[config.mk]
export PLATFORM = sky130hd
export DESIGN_NAME = autoflow_ctrl
export DESIGN_NICKNAME = d
export VERILOG_FILES = /design/src/rtl/autoflow_pkg.sv /design/src/rtl/autoflow_level_dec.sv /design/src/rtl/autoflow_rts.sv /design/src/rtl/autoflow_sync.sv /design/src/rtl/autoflow_cts.sv /design/src/rtl/autoflow_ctrl.sv
export SDC_FILE = /design/constraint.sdc
export NUM_CORES = 1
export LEC_CHECK = 0
export BUFFER_PORTS_ARGS = -buffer_cell sky130_fd_sc_hd__buf_2
export CAP_MARGIN = 15
export CORE_AREA = 10 10 47 49
export DETAILED_ROUTE_END_ITERATION = 8
export DIE_AREA = 0 0 57 59
export SLEW_MARGIN = 20
export SYNTH_ARGS = -nofsm -noshare
export SYNTH_HDL_FRONTEND = slang
export SYNTH_SLANG_ARGS = --single-unit
[constraint.sdc]
create_clock -name clk -period 1.9 [get_ports clk]
set_input_delay 0.475 -clock clk [delete_from_list [all_inputs] [get_ports clk]]
set_output_delay 0.475 -clock clk [all_outputs]
set_load 0.005 [all_outputs]
[src/rtl/autoflow_pkg.sv]
package autoflow_pkg;
  typedef enum logic [1:0] {
    TRIG_A = 2'd0,
    TRIG_B = 2'd1,
    TRIG_C = 2'd2,
    TRIG_D = 2'd3
  } trig_sel_e;

  localparam int NUM_TRIG = 4;
endpackage

[src/rtl/autoflow_level_dec.sv]
module autoflow_level_dec
  import autoflow_pkg::*;
#(
  parameter int DEPTH = 16,
  parameter int LVL0  = 1,
  parameter int LVL1  = 4,
  parameter int LVL2  = 8,
  parameter int LVL3  = 14,
  localparam int CNT_W = $clog2(DEPTH + 1)
) (
  input  logic [1:0]       sel,
  output logic [CNT_W-1:0] hi_lvl,
  output logic [CNT_W-1:0] lo_lvl
);
  localparam int NLV = NUM_TRIG + 2;

  // ladder: 0, four trigger levels, full depth
  logic [CNT_W-1:0] ladder [NLV];

  for (genvar g = 0; g < NLV; g++) begin : g_ladder
    localparam int V = (g == 0) ? 0 :
                       (g == 1) ? LVL0 :
                       (g == 2) ? LVL1 :
                       (g == 3) ? LVL2 :
                       (g == 4) ? LVL3 : DEPTH;
    assign ladder[g] = CNT_W'(V);
  end

  always_comb begin
    hi_lvl = ladder[NLV-1];
    lo_lvl = ladder[0];
    for (int i = 0; i < NUM_TRIG; i++) begin
      if (sel == 2'(i)) begin
        hi_lvl = ladder[i + 2];
        lo_lvl = ladder[i];
      end
    end
  end
endmodule

[src/rtl/autoflow_rts.sv]
module autoflow_rts #(
  parameter int DEPTH = 16,
  localparam int CNT_W = $clog2(DEPTH + 1)
) (
  input  logic             clk,
  input  logic             rst,
  input  logic             auto_en,
  input  logic             sw_rts,
  input  logic [CNT_W-1:0] count,
  input  logic [CNT_W-1:0] hi_lvl,
  input  logic [CNT_W-1:0] lo_lvl,
  output logic             rts_n
);
  logic rts_n_q;
  logic rts_n_d;

  always_comb begin
    rts_n_d = rts_n_q;
    if (!auto_en)               rts_n_d = ~sw_rts;
    else if (count >= hi_lvl)   rts_n_d = 1'b1;
    else if (count <= lo_lvl)   rts_n_d = 1'b0;
  end

  always_ff @(posedge clk) begin
    if (rst) rts_n_q <= 1'b1;
    else     rts_n_q <= rts_n_d;
  end

  assign rts_n = rts_n_q;


  rts_hi_chk: assert property (@(posedge clk) disable iff (rst)
    (auto_en && count >= hi_lvl) |=> rts_n);


  rts_lo_chk: assert property (@(posedge clk) disable iff (rst)
    (auto_en && count <= lo_lvl) |=> !rts_n);


  rts_hold_chk: assert property (@(posedge clk) disable iff (rst)
    (auto_en && count > lo_lvl && count < hi_lvl) |=> $stable(rts_n));


  rts_sw_chk: assert property (@(posedge clk) disable iff (rst)
    (!auto_en) |=> (rts_n == !$past(sw_rts)));
endmodule

[src/rtl/autoflow_sync.sv]
module autoflow_sync #(
  parameter int STAGES = 2,
  parameter bit RST_VAL = 1'b1
) (
  input  logic clk,
  input  logic rst,
  input  logic din,
  output logic dout
);
  logic [STAGES-1:0] chain;

  for (genvar g = 0; g < STAGES; g++) begin : g_stage
    always_ff @(posedge clk) begin
      if (rst) chain[g] <= RST_VAL;
      else     chain[g] <= (g == 0) ? din : chain[(g == 0) ? 0 : g - 1];
    end
  end

  assign dout = chain[STAGES-1];
endmodule

[src/rtl/autoflow_cts.sv]
module autoflow_cts (
  input  logic clk,
  input  logic rst,
  input  logic auto_en,
  input  logic cts_n_s,
  input  logic tx_idle,
  output logic start_ok
);
  logic ok_q;

  always_ff @(posedge clk) begin
    if (rst) ok_q <= 1'b0;
    else     ok_q <= tx_idle & (~auto_en | ~cts_n_s);
  end

  assign start_ok = ok_q;


  busy_block_chk: assert property (@(posedge clk) disable iff (rst)
    (!tx_idle) |=> !start_ok);


  cts_off_chk: assert property (@(posedge clk) disable iff (rst)
    (!auto_en) |=> (start_ok == $past(tx_idle)));


  cts_hold_chk: assert property (@(posedge clk) disable iff (rst)
    (auto_en && cts_n_s) |=> !start_ok);


  cts_go_chk: assert property (@(posedge clk) disable iff (rst)
    (auto_en && !cts_n_s && tx_idle) |=> start_ok);
endmodule

[src/rtl/autoflow_ctrl.sv]
module autoflow_ctrl #(
  parameter int DEPTH       = 16,
  parameter int SYNC_STAGES = 2,
  parameter int LVL0        = 1,
  parameter int LVL1        = 4,
  parameter int LVL2        = 8,
  parameter int LVL3        = 14,
  localparam int CNT_W = $clog2(DEPTH + 1)
) (
  input  logic             clk,
  input  logic             rst,
  input  logic [CNT_W-1:0] rx_count,
  input  logic [1:0]       trig_sel,
  input  logic             auto_rts_en,
  input  logic             auto_cts_en,
  input  logic             sw_rts,
  input  logic             cts_n,
  input  logic             tx_idle,
  output logic             rts_n,
  output logic             tx_start_allow
);
  logic [CNT_W-1:0] hi_lvl;
  logic [CNT_W-1:0] lo_lvl;
  logic             cts_n_s;

  autoflow_level_dec #(
    .DEPTH(DEPTH), .LVL0(LVL0), .LVL1(LVL1), .LVL2(LVL2), .LVL3(LVL3)
  ) u_dec (
    .sel   (trig_sel),
    .hi_lvl(hi_lvl),
    .lo_lvl(lo_lvl)
  );

  autoflow_rts #(.DEPTH(DEPTH)) u_rts (
    .clk    (clk),
    .rst    (rst),
    .auto_en(auto_rts_en),
    .sw_rts (sw_rts),
    .count  (rx_count),
    .hi_lvl (hi_lvl),
    .lo_lvl (lo_lvl),
    .rts_n  (rts_n)
  );

  autoflow_sync #(.STAGES(SYNC_STAGES), .RST_VAL(1'b1)) u_sync (
    .clk (clk),
    .rst (rst),
    .din (cts_n),
    .dout(cts_n_s)
  );

  autoflow_cts u_cts (
    .clk     (clk),
    .rst     (rst),
    .auto_en (auto_cts_en),
    .cts_n_s (cts_n_s),
    .tx_idle (tx_idle),
    .start_ok(tx_start_allow)
  );
endmodule

==> qor.yml <==
outcome:
  status: "finished clean"
clock_network:
  insertion_delay_ns: 0.23
  htree_levels: 1
  post_cts_buffers: 0
  clock-root-buffer: "clkbuf_4"
  cts_resized: 0
  cts_tree: "built"
  ctsHoldBuffers: 0
  cts_buffer_depth: 2
  cts_buffers: 3
  cts_sinks: 4
  path_clk_slew_ns: 0.04
synth:
  yosys-top-cells-count: "ha_1 (10), inv_1 (8), dfxtp_1 (4)"
  ys_types: 15
  yosysMostFrequentCell: "ha_1"
  synth-seq-cells: 4
  ys.flop_type: "dfxtp_1"
  ys_seq_area_share_pct: 23.1
  synth.largest_area_cell: "ha_1"
  async_reset_ff_share_pct: 0
  avgSynthCellArea_um2: 9.12
  syn-num-nets: 62
  synth.area.top_cells: "ha_1 (36%), dfxtp_1 (23%), inv_1 (8.7%)"
  synth_cells: 38
  synth-edff-count: 0
  synth_top_area_share_pct: 36.1
  syn_area_um2: 347
  yosysWarnings: 0
layout:
  synthToLayoutAreaGrowth_pct: 33.9
  fin_nets: 82
  fin_util_pct: 33.1
  instances_no_fill: 72
  drive_above_1_share_pct: 39.3
  n_antenna_cell: 0
  fillCellCount: 158
critical_path:
  endpoint_kind: "register"
  path_depth: 7
  critPathLaunchType: "primary input"
  worstPathMaxFanout: 4
  cp_cell_sequence: "buf_2 > inv_1 > ha_1 > ha_1 > a21o_1 > o21ai_1 > a41oi_1"
  cp_top_family: "adder cells"
  path_buf_inv: 2
  path_class: "primary input to register"
  slowest_delay_ns: 0.29
  critical_path.slowest_cell: "ha_1"
  worstReg2RegStart: "u_rts.rts_n$_SDFFE_PP1P_"
  crit_arrival_ns: 1.63
  ff2ff_setup_slack_ns: 1.09
  critical_path_required_ns: 1.99
  cp_common_cell: "ha_1"
  reg2reg_to: "u_rts.rts_n$_SDFFE_PP1P_"
  crit_start: "trig_sel[0]"
  setup.worst_path.end: "u_rts.rts_n$_SDFFE_PP1P_"
  rr_worst_depth: 2
floorplanning:
  io_pins: 16
  floorplan.die.width_um: 57
  die_area_um2: 3360
  core_um2: 1400
  die_y_um: 59
  rows: 14
  initial_core_util_pct: 24.7
grt:
  grt_max_degree: 6
  grt_pass1_wl_um: 1390
  grt_pass1_vias: 342
  gr-total-overflow: 0
  grt_usage_pct: 5.29
  grt_antenna_before_repair: 0
power:
  peakVddDrop_v: 0.000125
  clkPwrFrac_pct: 39.3
  p_seq_share_pct: 34.8
  combPwrFrac_pct: 25.9
  total_power_uw: 260
  p_sw_share_pct: 25.3
  p_per_area_nw_per_um2: 561
  p_switching_uw: 65.8
  p_int_uw: 195
  power.leakage_uw: 0.000259
timing:
  period_share_pct: 81.3
  tns_ns: 0
  layout_min_cycle_time_ns: 1.54
  grt_setup_unrepaired: "no"
  finalSetupViolCount: 0
  worstMarginPinSlew_ns: 0.273
  slew_violations: 0
  hold_violations: 0
  relSlewSlack_pct: 81.5
  max_freq_mhz: 648
  finClkSkew_ns: 0.00135
  final.setup.worst_slack_ns: 0.356
routing:
  vias: 325
  drc: 0
  ant_nets: 0
  drt_iter0_drc: 0
  routed_via_density: 4.51
  dr.pass1.iters: 1
  wl_per_cell_um: 10.6
  drt_wl_total_um: 764
worst_hold_path:
  min_path_type: "register to register"
placed_design:
  pre_cts_slack_ns: 0.103
  place_inst: 69
  io_buffers: 15
  place.gp.congestion: 0.739
  hpwl_um: 709
job:
  drv_cap: 0
[how the worst min path moves through the flow]
stage | from | to | slack [ns] | cells after the start
3_5_place_dp | u_sync.chain[0]$_SDFF_PP1_ | u_sync.dout$_SDFF_PP1_ | 0.40 | 1
6_report | u_sync.chain[0]$_SDFF_PP1_ | u_sync.dout$_SDFF_PP1_ | 0.40 | 1
2_1_floorplan | u_sync.dout$_SDFF_PP1_ | u_cts.start_ok$_SDFF_PP0_ | 0.38 | 1
4_1_cts | u_sync.chain[0]$_SDFF_PP1_ | u_sync.dout$_SDFF_PP1_ | 0.40 | 1
5_1_grt | cts_n | u_sync.chain[0]$_SDFF_PP1_ | 0.43 | 2
3_3_place_gp | u_sync.chain[0]$_SDFF_PP1_ | u_sync.dout$_SDFF_PP1_ | 0.39 | 1
[registers in the layout (all words and copies together), names as in the netlist]
signal,cells
u_cts.start_ok,1
u_sync.chain,1
u_sync.dout,1
u_rts.rts_n,1
[final cells by class]
| class | instances | area [um2] | share of cell area (%) |
|---|---|---|---|
| Inverter | 8 | 30.0 | 6.47 |
| Clock buffer | 3 | 22.5 | 4.85 |
| Timing Repair Buffer | 15 | 75.1 | 16.2 |
| Tap cell | 16 | 20.0 | 4.31 |
| Sequential cell | 4 | 80.1 | 17.3 |
| Multi-Input combinational cell | 26 | 236 | 50.9 |
[stage by stage]
step / hold slack, ns / area [um2]
detailed placement: 0.395 / 442
global route: 0.425 / 464
floorplan: 0.385 / 347
CTS: 0.404 / 464
global placement: 0.395 / 442
finish: 0.403 / 464
[cells by family after synthesis]
family          after synthesis  synth area share [%]
flops                         4                  23.1
compound gates                9                  18.4
buf+inv                       8                  8.66
simple gates                  7                  13.7
fa+ha+maj                    10                  36.1
[placed cells by master, fill, tap and decap left out, drive strengths merged]
| cell type | count |
|---|---|
| a21oi | 2 |
| a41oi | 1 |
| clkbuf | 3 |
| inv | 8 |
| buf | 15 |
| a21o | 1 |
| o21ai | 2 |
| dfxtp | 4 |
| or2 | 2 |
| o311ai | 1 |
| nor2b | 1 |
| a211oi | 2 |
| nor3b | 1 |
| nand2b | 1 |
| ha | 10 |
| nand2 | 2 |
[worst reg2reg max path: stages, from the launching register on]
cell and delay, ns:
dfxtp_1 0.31, a211oi_1 0.22, a41oi_1 0.14
[routing by layer]
layer,GRT usage (%),wire [um],vias up
met5,0,0,-
met4,5.03,9,0
met3,2.79,75,2
met2,7.13,322,13
met1,5.74,356,144
li1,-,-,166
[power groups by stage]
stage / Sequential [uW] / Combinational [uW] / Clock [uW]
2_1_floorplan: 91.9 / 40.3 / 0
3_3_place_gp: 91.9 / 67.0 / 0
3_5_place_dp: 91.9 / 69.5 / 0
4_1_cts: 90.6 / 70.2 / 107
5_1_grt: 90.9 / 80.5 / 114
6_report: 90.5 / 67.5 / 102
Note: power is estimated with default switching activity, not from simulation.
